`config.mk`:
```
export PLATFORM = sky130hd
export DESIGN_NAME = mbx_frame_engine
export DESIGN_NICKNAME = d
export VERILOG_FILES = /design/src/rtl/mbx_pkg.sv /design/src/rtl/mbx_cmd_fwd.sv /design/src/rtl/mbx_rsp_load.sv /design/src/rtl/mbx_frame_engine.sv
export SDC_FILE = /design/constraint.sdc
export NUM_CORES = 1
export LEC_CHECK = 0
export CORE_UTILIZATION = 55
export DETAILED_ROUTE_END_ITERATION = 10
export DONT_BUFFER_PORTS = 1
export GPL_TIMING_DRIVEN = 0
export PLACE_DENSITY = 0.77
export SYNTH_ARGS = -nofsm -noshare
export SYNTH_HDL_FRONTEND = slang
export SYNTH_SLANG_ARGS = --single-unit
```
`constraint.sdc`:
```
create_clock -name clk -period 2.3 [get_ports clk]
set_input_delay 0.115 -clock clk [delete_from_list [all_inputs] [get_ports clk]]
set_output_delay 0.115 -clock clk [all_outputs]
set_load 0.05 [all_outputs]
```
`src/rtl/mbx_pkg.sv`:
```
package mbx_pkg;
  typedef enum logic [2:0] {
    ST_IDLE,
    ST_CHECK,
    ST_DECIDE,
    ST_LOCAL,
    ST_FWD,
    ST_WAIT
  } eng_st_t;

  localparam logic [7:0] NETFN_APP_REQ = 8'h18;
  localparam logic [7:0] CMD_CAPS      = 8'h36;
  localparam logic [7:0] RSP_NETFN_BIT = 8'h04;
  localparam logic [7:0] CC_TOO_LARGE  = 8'hCA;
  localparam logic [7:0] CAP_MAX_OUTST = 8'd1;
  localparam logic [7:0] CAP_RSP_TIME  = 8'd10;
  localparam int         LOCAL_LEN     = 10;
endpackage

```
`src/rtl/mbx_cmd_fwd.sv`:
```
module mbx_cmd_fwd #(
  parameter int IC_W = 7,
  parameter int IA_W = 6
) (
  input  logic            clk,
  input  logic            rst_n,
  input  logic            start,
  input  logic [IC_W-1:0] len,
  output logic [IA_W-1:0] rd_addr,
  input  logic [7:0]      rd_data,
  output logic            cmd_valid,
  input  logic            cmd_ready,
  output logic [7:0]      cmd_data,
  output logic            cmd_last,
  output logic            done
);
  logic            active_q;
  logic [IC_W-1:0] ptr_q;

  assign rd_addr   = ptr_q[IA_W-1:0];
  assign cmd_valid = active_q;
  assign cmd_data  = rd_data;
  assign cmd_last  = (ptr_q == (len - IC_W'(1)));
  assign done      = active_q && cmd_ready && cmd_last;

  always_ff @(posedge clk or negedge rst_n) begin
    if (!rst_n) begin
      active_q <= 1'b0;
      ptr_q    <= '0;
    end else if (start) begin
      active_q <= 1'b1;
      ptr_q    <= IC_W'(1);
    end else if (active_q && cmd_ready) begin
      if (cmd_last) active_q <= 1'b0;
      else if (ptr_q == IC_W'(1)) ptr_q <= IC_W'(3);
      else ptr_q <= ptr_q + IC_W'(1);
    end
  end

  p_cmd_hold_r5: assert property (@(posedge clk) disable iff (!rst_n)
    (cmd_valid && !cmd_ready) |=> (cmd_valid && $stable(cmd_data) && $stable(cmd_last)));
endmodule

```
`src/rtl/mbx_rsp_load.sv`:
```
module mbx_rsp_load #(
  parameter int OUT_DEPTH = 64,
  parameter int TAG_W     = 8,
  parameter int CW        = 12,
  parameter int OA_W      = 6,
  parameter int OC_W      = 7
) (
  input  logic             clk,
  input  logic             rst_n,
  input  logic             arm,
  input  logic [TAG_W-1:0] tag,
  input  logic [7:0]       seq,
  input  logic             rsp_valid,
  output logic             rsp_ready,
  input  logic [7:0]       rsp_data,
  input  logic             rsp_last,
  input  logic [TAG_W-1:0] rsp_tag,
  output logic             wr_en,
  output logic [OA_W-1:0]  wr_addr,
  output logic [7:0]       wr_data,
  output logic             done,
  output logic [OC_W-1:0]  done_len
);
  import mbx_pkg::*;

  localparam logic [CW-1:0] LIMIT  = CW'(OUT_DEPTH - 2);
  localparam logic [CW-1:0] DEPTH  = CW'(OUT_DEPTH);
  localparam logic [CW-1:0] CNTMAX = '1;

  logic [CW-1:0] cnt_q, n_q, beat_addr;
  logic [1:0]    fin_q;
  logic          drop_q, first, keep, hs, err, beat_ok;

  assign first     = (cnt_q == '0);
  assign keep      = first ? (rsp_tag == tag) : !drop_q;
  assign rsp_ready = arm && (fin_q == 2'd0);
  assign hs        = rsp_valid && rsp_ready;
  assign err       = (n_q > LIMIT);
  assign beat_addr = first ? CW'(1) : (cnt_q + CW'(2));
  assign beat_ok   = keep && (cnt_q < DEPTH) && (beat_addr < DEPTH);
  assign done      = ((fin_q == 2'd2) && !err) || (fin_q == 2'd3);
  assign done_len  = err ? OC_W'(5) : OC_W'(n_q + CW'(2));

  always_comb begin
    wr_en   = 1'b0;
    wr_addr = '0;
    wr_data = rsp_data;
    unique case (fin_q)
      2'd1: begin
        wr_en   = 1'b1;
        wr_data = err ? 8'd4 : 8'(n_q + CW'(1));
      end
      2'd2: begin
        wr_en   = 1'b1;
        wr_addr = OA_W'(2);
        wr_data = seq;
      end
      2'd3: begin
        wr_en   = 1'b1;
        wr_addr = OA_W'(4);
        wr_data = CC_TOO_LARGE;
      end
      default: begin
        wr_en   = hs && beat_ok;
        wr_addr = beat_addr[OA_W-1:0];
      end
    endcase
  end

  always_ff @(posedge clk or negedge rst_n) begin
    if (!rst_n) begin
      cnt_q  <= '0;
      n_q    <= '0;
      drop_q <= 1'b0;
      fin_q  <= 2'd0;
    end else begin
      if (hs) begin
        if (rsp_last) begin
          cnt_q  <= '0;
          drop_q <= 1'b0;
          if (keep) begin
            fin_q <= 2'd1;
            n_q   <= (cnt_q == CNTMAX) ? cnt_q : cnt_q + CW'(1);
          end
        end else begin
          if (cnt_q != CNTMAX) cnt_q <= cnt_q + CW'(1);
          if (first) drop_q <= (rsp_tag != tag);
        end
      end
      unique case (fin_q)
        2'd1:    fin_q <= 2'd2;
        2'd2:    fin_q <= err ? 2'd3 : 2'd0;
        2'd3:    fin_q <= 2'd0;
        default: ;
      endcase
    end
  end

  p_len_bound_r7: assert property (@(posedge clk) disable iff (!rst_n)
    done |-> (done_len <= OC_W'(OUT_DEPTH)));
endmodule

```
`src/rtl/mbx_frame_engine.sv`:
```
module mbx_frame_engine #(
  parameter int IN_DEPTH  = 64,
  parameter int OUT_DEPTH = 64,
  parameter int TAG_W     = 8,
  parameter int RSP_CW    = 12,
  localparam int IA_W = $clog2(IN_DEPTH),
  localparam int IC_W = $clog2(IN_DEPTH + 1),
  localparam int OA_W = $clog2(OUT_DEPTH),
  localparam int OC_W = $clog2(OUT_DEPTH + 1)
) (
  input  logic             clk,
  input  logic             rst_n,
  input  logic             req_go,
  input  logic [IC_W-1:0]  in_count,
  output logic [IA_W-1:0]  in_rd_addr,
  input  logic [7:0]       in_rd_data,
  output logic             in_count_clr,
  output logic             out_wr_en,
  output logic [OA_W-1:0]  out_wr_addr,
  output logic [7:0]       out_wr_data,
  output logic [OC_W-1:0]  out_len,
  output logic             bbusy,
  output logic             b2h_atn,
  input  logic             atn_clr,
  output logic             irq_req,
  output logic             cmd_valid,
  input  logic             cmd_ready,
  output logic [7:0]       cmd_data,
  output logic             cmd_last,
  output logic [TAG_W-1:0] cmd_tag,
  input  logic             rsp_valid,
  output logic             rsp_ready,
  input  logic [7:0]       rsp_data,
  input  logic             rsp_last,
  input  logic [TAG_W-1:0] rsp_tag
);
  import mbx_pkg::*;

  localparam logic [7:0] IN_CAP  = (IN_DEPTH  > 255) ? 8'hFF : 8'(IN_DEPTH);
  localparam logic [7:0] OUT_CAP = (OUT_DEPTH > 255) ? 8'hFF : 8'(OUT_DEPTH);

  eng_st_t          st_q;
  logic [1:0]       hidx_q;
  logic [7:0]       hdr_q [4];
  logic [3:0]       lidx_q;
  logic [TAG_W-1:0] tag_q;
  logic             busy_q, atn_q, irq_q, clr_q;
  logic [OC_W-1:0]  olen_q;

  logic             too_short, len_ok, is_caps, fwd_start, fwd_done;
  logic [IA_W-1:0]  fwd_addr;
  logic [7:0]       local_byte;
  logic             ld_wr_en, ld_done;
  logic [OA_W-1:0]  ld_wr_addr;
  logic [7:0]       ld_wr_data;
  logic [OC_W-1:0]  ld_len;
  logic             local_end;

  assign too_short = (in_count < IC_W'(4));
  assign len_ok    = (({24'd0, hdr_q[0]} + 32'd1) == 32'(in_count));
  assign is_caps   = (hdr_q[1] == NETFN_APP_REQ) && (hdr_q[3] == CMD_CAPS);
  assign fwd_start = (st_q == ST_DECIDE) && !too_short && len_ok && !is_caps;
  assign local_end = (st_q == ST_LOCAL) && (lidx_q == 4'(LOCAL_LEN - 1));

  assign in_rd_addr   = (st_q == ST_FWD) ? fwd_addr : IA_W'(hidx_q);
  assign in_count_clr = clr_q;
  assign out_len      = olen_q;
  assign bbusy        = busy_q;
  assign b2h_atn      = atn_q;
  assign irq_req      = irq_q;
  assign cmd_tag      = tag_q;

  always_comb begin
    unique case (lidx_q)
      4'd0:    local_byte = 8'(LOCAL_LEN - 1);
      4'd1:    local_byte = hdr_q[1] | RSP_NETFN_BIT;
      4'd2:    local_byte = hdr_q[2];
      4'd3:    local_byte = hdr_q[3];
      4'd5:    local_byte = CAP_MAX_OUTST;
      4'd6:    local_byte = IN_CAP;
      4'd7:    local_byte = OUT_CAP;
      4'd8:    local_byte = CAP_RSP_TIME;
      default: local_byte = 8'd0;
    endcase
  end

  assign out_wr_en   = (st_q == ST_LOCAL) || ld_wr_en;
  assign out_wr_addr = (st_q == ST_LOCAL) ? OA_W'(lidx_q) : ld_wr_addr;
  assign out_wr_data = (st_q == ST_LOCAL) ? local_byte : ld_wr_data;

  mbx_cmd_fwd #(.IC_W(IC_W), .IA_W(IA_W)) u_fwd (
    .clk(clk), .rst_n(rst_n), .start(fwd_start), .len(in_count),
    .rd_addr(fwd_addr), .rd_data(in_rd_data),
    .cmd_valid(cmd_valid), .cmd_ready(cmd_ready), .cmd_data(cmd_data),
    .cmd_last(cmd_last), .done(fwd_done)
  );

  mbx_rsp_load #(.OUT_DEPTH(OUT_DEPTH), .TAG_W(TAG_W), .CW(RSP_CW),
                 .OA_W(OA_W), .OC_W(OC_W)) u_load (
    .clk(clk), .rst_n(rst_n), .arm(st_q == ST_WAIT), .tag(tag_q), .seq(hdr_q[2]),
    .rsp_valid(rsp_valid), .rsp_ready(rsp_ready), .rsp_data(rsp_data),
    .rsp_last(rsp_last), .rsp_tag(rsp_tag),
    .wr_en(ld_wr_en), .wr_addr(ld_wr_addr), .wr_data(ld_wr_data),
    .done(ld_done), .done_len(ld_len)
  );

  always_ff @(posedge clk or negedge rst_n) begin
    if (!rst_n) begin
      st_q   <= ST_IDLE;
      hidx_q <= '0;
      lidx_q <= '0;
      tag_q  <= '0;
      busy_q <= 1'b0;
      atn_q  <= 1'b0;
      irq_q  <= 1'b0;
      clr_q  <= 1'b0;
      olen_q <= '0;
      for (int i = 0; i < 4; i++) hdr_q[i] <= '0;
    end else begin
      irq_q <= 1'b0;
      clr_q <= 1'b0;
      if (atn_clr) atn_q <= 1'b0;
      unique case (st_q)
        ST_IDLE: if (req_go) begin
          busy_q <= 1'b1;
          hidx_q <= '0;
          st_q   <= ST_CHECK;
        end
        ST_CHECK: begin
          hdr_q[hidx_q] <= in_rd_data;
          hidx_q        <= hidx_q + 2'd1;
          if (hidx_q == 2'd3) st_q <= ST_DECIDE;
        end
        ST_DECIDE: begin
          if (too_short) st_q <= ST_IDLE;
          else if (!len_ok) begin
            clr_q <= 1'b1;
            st_q  <= ST_IDLE;
          end else if (is_caps) begin
            lidx_q <= '0;
            st_q   <= ST_LOCAL;
          end else st_q <= ST_FWD;
        end
        ST_LOCAL: begin
          lidx_q <= lidx_q + 4'd1;
          if (local_end) st_q <= ST_IDLE;
        end
        ST_FWD:  if (fwd_done) st_q <= ST_WAIT;
        ST_WAIT: if (ld_done) begin
          tag_q <= tag_q + TAG_W'(1);
          st_q  <= ST_IDLE;
        end
        default: st_q <= ST_IDLE;
      endcase
      if (local_end || ld_done) begin
        busy_q <= 1'b0;
        atn_q  <= 1'b1;
        irq_q  <= 1'b1;
        olen_q <= local_end ? OC_W'(LOCAL_LEN) : ld_len;
      end
    end
  end

  p_busy_on_go_r1: assert property (@(posedge clk) disable iff (!rst_n)
    (st_q == ST_IDLE && req_go) |=> bbusy);
  p_short_quiet_r2: assert property (@(posedge clk) disable iff (!rst_n)
    (st_q == ST_DECIDE && too_short) |=> (st_q == ST_IDLE && !irq_req && !in_count_clr && bbusy));
  p_clr_keeps_busy_r3: assert property (@(posedge clk) disable iff (!rst_n)
    in_count_clr |-> (bbusy && !irq_req));
  p_local_no_cmd_r4: assert property (@(posedge clk) disable iff (!rst_n)
    (st_q == ST_LOCAL) |-> !cmd_valid);
  p_tag_moves_on_done_r6: assert property (@(posedge clk) disable iff (!rst_n)
    !$stable(tag_q) |-> irq_req);
  p_irq_one_cycle_r9: assert property (@(posedge clk) disable iff (!rst_n)
    irq_req |=> !irq_req);
  p_irq_flags_r9: assert property (@(posedge clk) disable iff (!rst_n)
    irq_req |-> (!bbusy && b2h_atn));
  p_no_cmd_in_wait_r10: assert property (@(posedge clk) disable iff (!rst_n)
    (st_q == ST_WAIT) |-> !cmd_valid);
endmodule

```
==> summary.md <==
| Metric | Value |
|---|---|
| Largest net degree at the start of global routing | `96` |
| CP arrival | `2.50 ns` |
| Clock Path Buffers | `2` |
| Vias in the first global route | `4970` |
| Residual DRC | `0` |
| Count leader, synth | `dfrtp_1` |
| YS warnings | `0` |
| Core outline area | `0.01028 sq mm` |
| Post-Route WL | `16.70 mm` |
| Failing checks | `negative setup slack` |
| CTS tree | `built` |
| Final Hold Vio Count | `0` |
| Power Dens Cells | `417.7 mW/mm^2` |
| Antenna violations before repair | `0` |
| DR vias | `5237` |
| Top delay family on crit path | `simple AND/OR/NAND/NOR gates` |
| Cell area after synthesis | `0.005822 sq mm` |
| Worst R2R Path Depth | `8` |
| Fraction of layout cells with a size suffix above 1 | `0.3234` |
| Main combinational cell family by area after synthesis | `simple AND/OR/NAND/NOR gates` |
| Crit Reg-Reg Startpoint | `st_q[2]` |
| Multi-input gate area in the final layout | `0.003722 sq mm` |
| Setup CP Type | `reg -> out` |
| Vias per inst | `6.489` |
| Placed insts | `753` |
| H-Tree Level Count | `3` |
| FFs w/ async S/R, synth | `1.000` |
| DRT Pass-1 Iters | `7` |
| Status | `finished, violations left` |
| Setup slack at placement | `-0.5167 ns` |
| Global-route wire length before repair | `24.99 mm` |
| XOR/XNOR Fraction of Synth Area | `0.07823` |
| Leak pwr | `3.165 nW` |
| Final Non-Filler Cells | `807` |
| Reg clk slew, reported paths | `0.10 ns` |
| P&R area growth vs syn | `24.39%` |
| Skew-Pair Late Insertion Delay | `0.39 ns` |
| Synth Area in Adders | `0.04083` |
| Final setup TNS | `-4.399 ns` |
| Filler cells | `717` |
| Post-DP HPWL | `10.46 mm` |
| Worst min path class | `in -> reg` |
| Crit-path cells | `buf_6 -> nand3b_1 -> nor3_4 -> nand2_2 -> o41ai_4` |
| Clock sink count | `95` |
| Worst setup margin | `-0.3167 ns` |
| Synth Net Count | `674` |
| Final nets | `723` |
| Initial Util | `0.5665` |
| Post-layout util | `0.7047` |
| Compound-cell area share of the yosys netlist | `0.1661` |
| Post-Syn Instances | `617` |
| Gpl congestion | `0.9050` |
| Worst slew pin tran | `0.7595 ns` |
| CTS root buf | `clkbuf_8` |
| Clk_skew | `0.01191 ns` |
| Startpoint types | `register` |
| Worst relative slew slack | `0.4919` |
| Worst setup EP type | `primary output` |
| FP Rows | `37` |
| Tmin final | `2.617 ns` |
| Primary FF master, synth | `dfrtp_1` |
| Starting DRT DRC Count | `385` |
| Synth Area in Simple Gates | `0.1861` |
| Max Transition Viols Final | `0` |
| Clock buffer count from CTS | `9` |
| Worst Hold Endpoint | `u_fwd.ptr_q[5]` |
| Critical Path Start | `st_q[2]` |
| Post-synthesis mux area share | `0.07114` |
| Synth top area share | `0.4083` |
| GRT Overall Usage | `0.2922` |
| Post-synth EDFFs | `0` |
| Ranking of synthesized cells by area | `dfrtp_1, mux2_2, xnor2_1` |
| CP max-delay cell | `o41ai_4` |
| Cell taking the most area after synthesis | `dfrtp_1` |
| Hold Path Depth | `3` |
| R2R setup slack | `-0.26 ns` |
| Crit Path Max Fanout | `7` |
| Final period utilization | `1.138` |
| Flops & latches, synth | `95` |
| Count of input and output buffers | `0` |
| Crit-path max cell delay | `0.65 ns` |
| Min-delay src | `cmd_ready` |
| Reg area | `0.002396 sq mm` |
| Worst path bufs/invs | `1` |
| Synth cell count leaders | `dfrtp_1, nand2_1, o21ai_0` |
| Count of different cell masters after synthesis | `65` |
| Max Fclk | `382.2 MHz` |
| ANT nets after route | `0` |
| IR drop worst, VDD | `0.2587 mV` |
| Worst EP required | `2.18 ns` |
| Final setup viols | `25` |
| RR Endpoint | `u_load.n_q[5]` |
| Sequential fraction of the synthesis area | `0.4083` |
| Max Cap Viol | `0` |
| # diodes | `0` |
| Ports | `89` |
| Unrepaired setup endpoints after global routing | `yes` |
| Post-DR wirelength/cell | `20.69 um` |
| Synthesized area per cell | `9.436 sq um` |
| Die area | `0.01100 sq mm` |
| Die width | `104.9 um` |
| Congestion Overflow GR | `0` |
| Die Span Y | `104.9 um` |
==> sequential cells by signal (all words and copies together) (netlist names), 2 cells and up <==
signal / cells
hdr_q: 32
u_load.cnt_q: 12
u_load.n_q: 12
cmd_tag: 8
out_len: 7
u_fwd.ptr_q: 7
lidx_q: 4
st_q: 3
hidx_q: 2
u_load.fin_q: 2
==> cell usage in the layout, fill, tap and decap left out, types with 12 or more instances in the layout <==
| cell | instances |
|---|---|
| a21oi_1 | 12 |
| dlygate4sd3_1 | 13 |
| o21ai_0 | 34 |
| nand2_1 | 51 |
| dfrtp_2 | 15 |
| mux2_2 | 35 |
| inv_1 | 14 |
| buf_4 | 40 |
| xnor2_1 | 26 |
| nor2_1 | 35 |
| xor2_1 | 22 |
| dfrtp_1 | 80 |
| nand3_1 | 15 |
| buf_6 | 13 |
| ha_1 | 13 |
==> cells by family after synthesis <==
family                   after synthesis
AND/OR/NAND/NOR                      209
multiplexers                          37
buffers and inverters                 61
adder cells (fa/ha/maj)               19
flip-flops                            95
XOR/XNOR                              52
AO/OA/AOI/OAI                        144
==> final cells by class <==
cell class,count,area share
buffer,29,0.02989
clock buffer,9,0.01710
clock inverter,7,0.01002
inverter,17,0.009157
multi-input combinational,461,0.5140
sequential,95,0.3309
tap,136,0.02350
timing repair buffer,53,0.06548
==> how the worst max path moves through the flow <==
stage               endpoint  slack, ns  depth (start not counted)
4_1_cts            out_wr_en      -0.35                          5
2_1_floorplan  u_load.n_q[3]      -0.23                          8
3_5_place_dp   u_load.n_q[8]      -0.52                          9
3_3_place_gp   u_load.n_q[8]      -0.48                          9
6_report           out_wr_en      -0.32                          5
5_1_grt            out_wr_en      -0.38                          5
==> through the flow <==
step	instance area, sq um	hold WS [ns]	power [W]
after floorplan	5921	-0.1806	0.001833
after global placement	6091	-0.1764	0.001842
after detailed placement	6091	-0.1768	0.001844
after CTS	6864	-0.5973	0.002987
after global routing	7242	0.01962	0.003114
final	7242	0.01482	0.003025
==> layer usage <==
layer | vias up | track usage | part of all wire
li1 | 2330 | - | -
met1 | 2599 | 0.3548 | 0.39
met3 | 76 | 0.08921 | 0.074
met2 | 232 | 0.4693 | 0.48
met4 | 0 | 0.1509 | 0.050
met5 | - | 0 | 0
==> power by group <==
group / total [W] / leakage, nW / switching, W / internal (W)
Sequential: 0.00167 / 1.26 / 0.00000000000000000136 / 0.00167
Combinational: 0.000224 / 1.81 / 0.000147 / 0.0000774
Clock: 0.00113 / 0.0956 / 0.000628 / 0.000504
==> worst min-delay path, delay by kind of cell <==
family / cells / cell delay (ns)
simple gates: 1 / 0.12
compound gates: 2 / 0.13
==> timing repair <==
action                                 in CTS  in global routing
endpoints found under the hold margin     131                 95
gates cloned                                2                  1
setup endpoints to repair                  54                 83
setup buffers                              20                 16
pin swaps                                  22                 24
gates resized for setup                    91                 65
hold buffers                               12                  2
(Power assumes the default switching activity.)
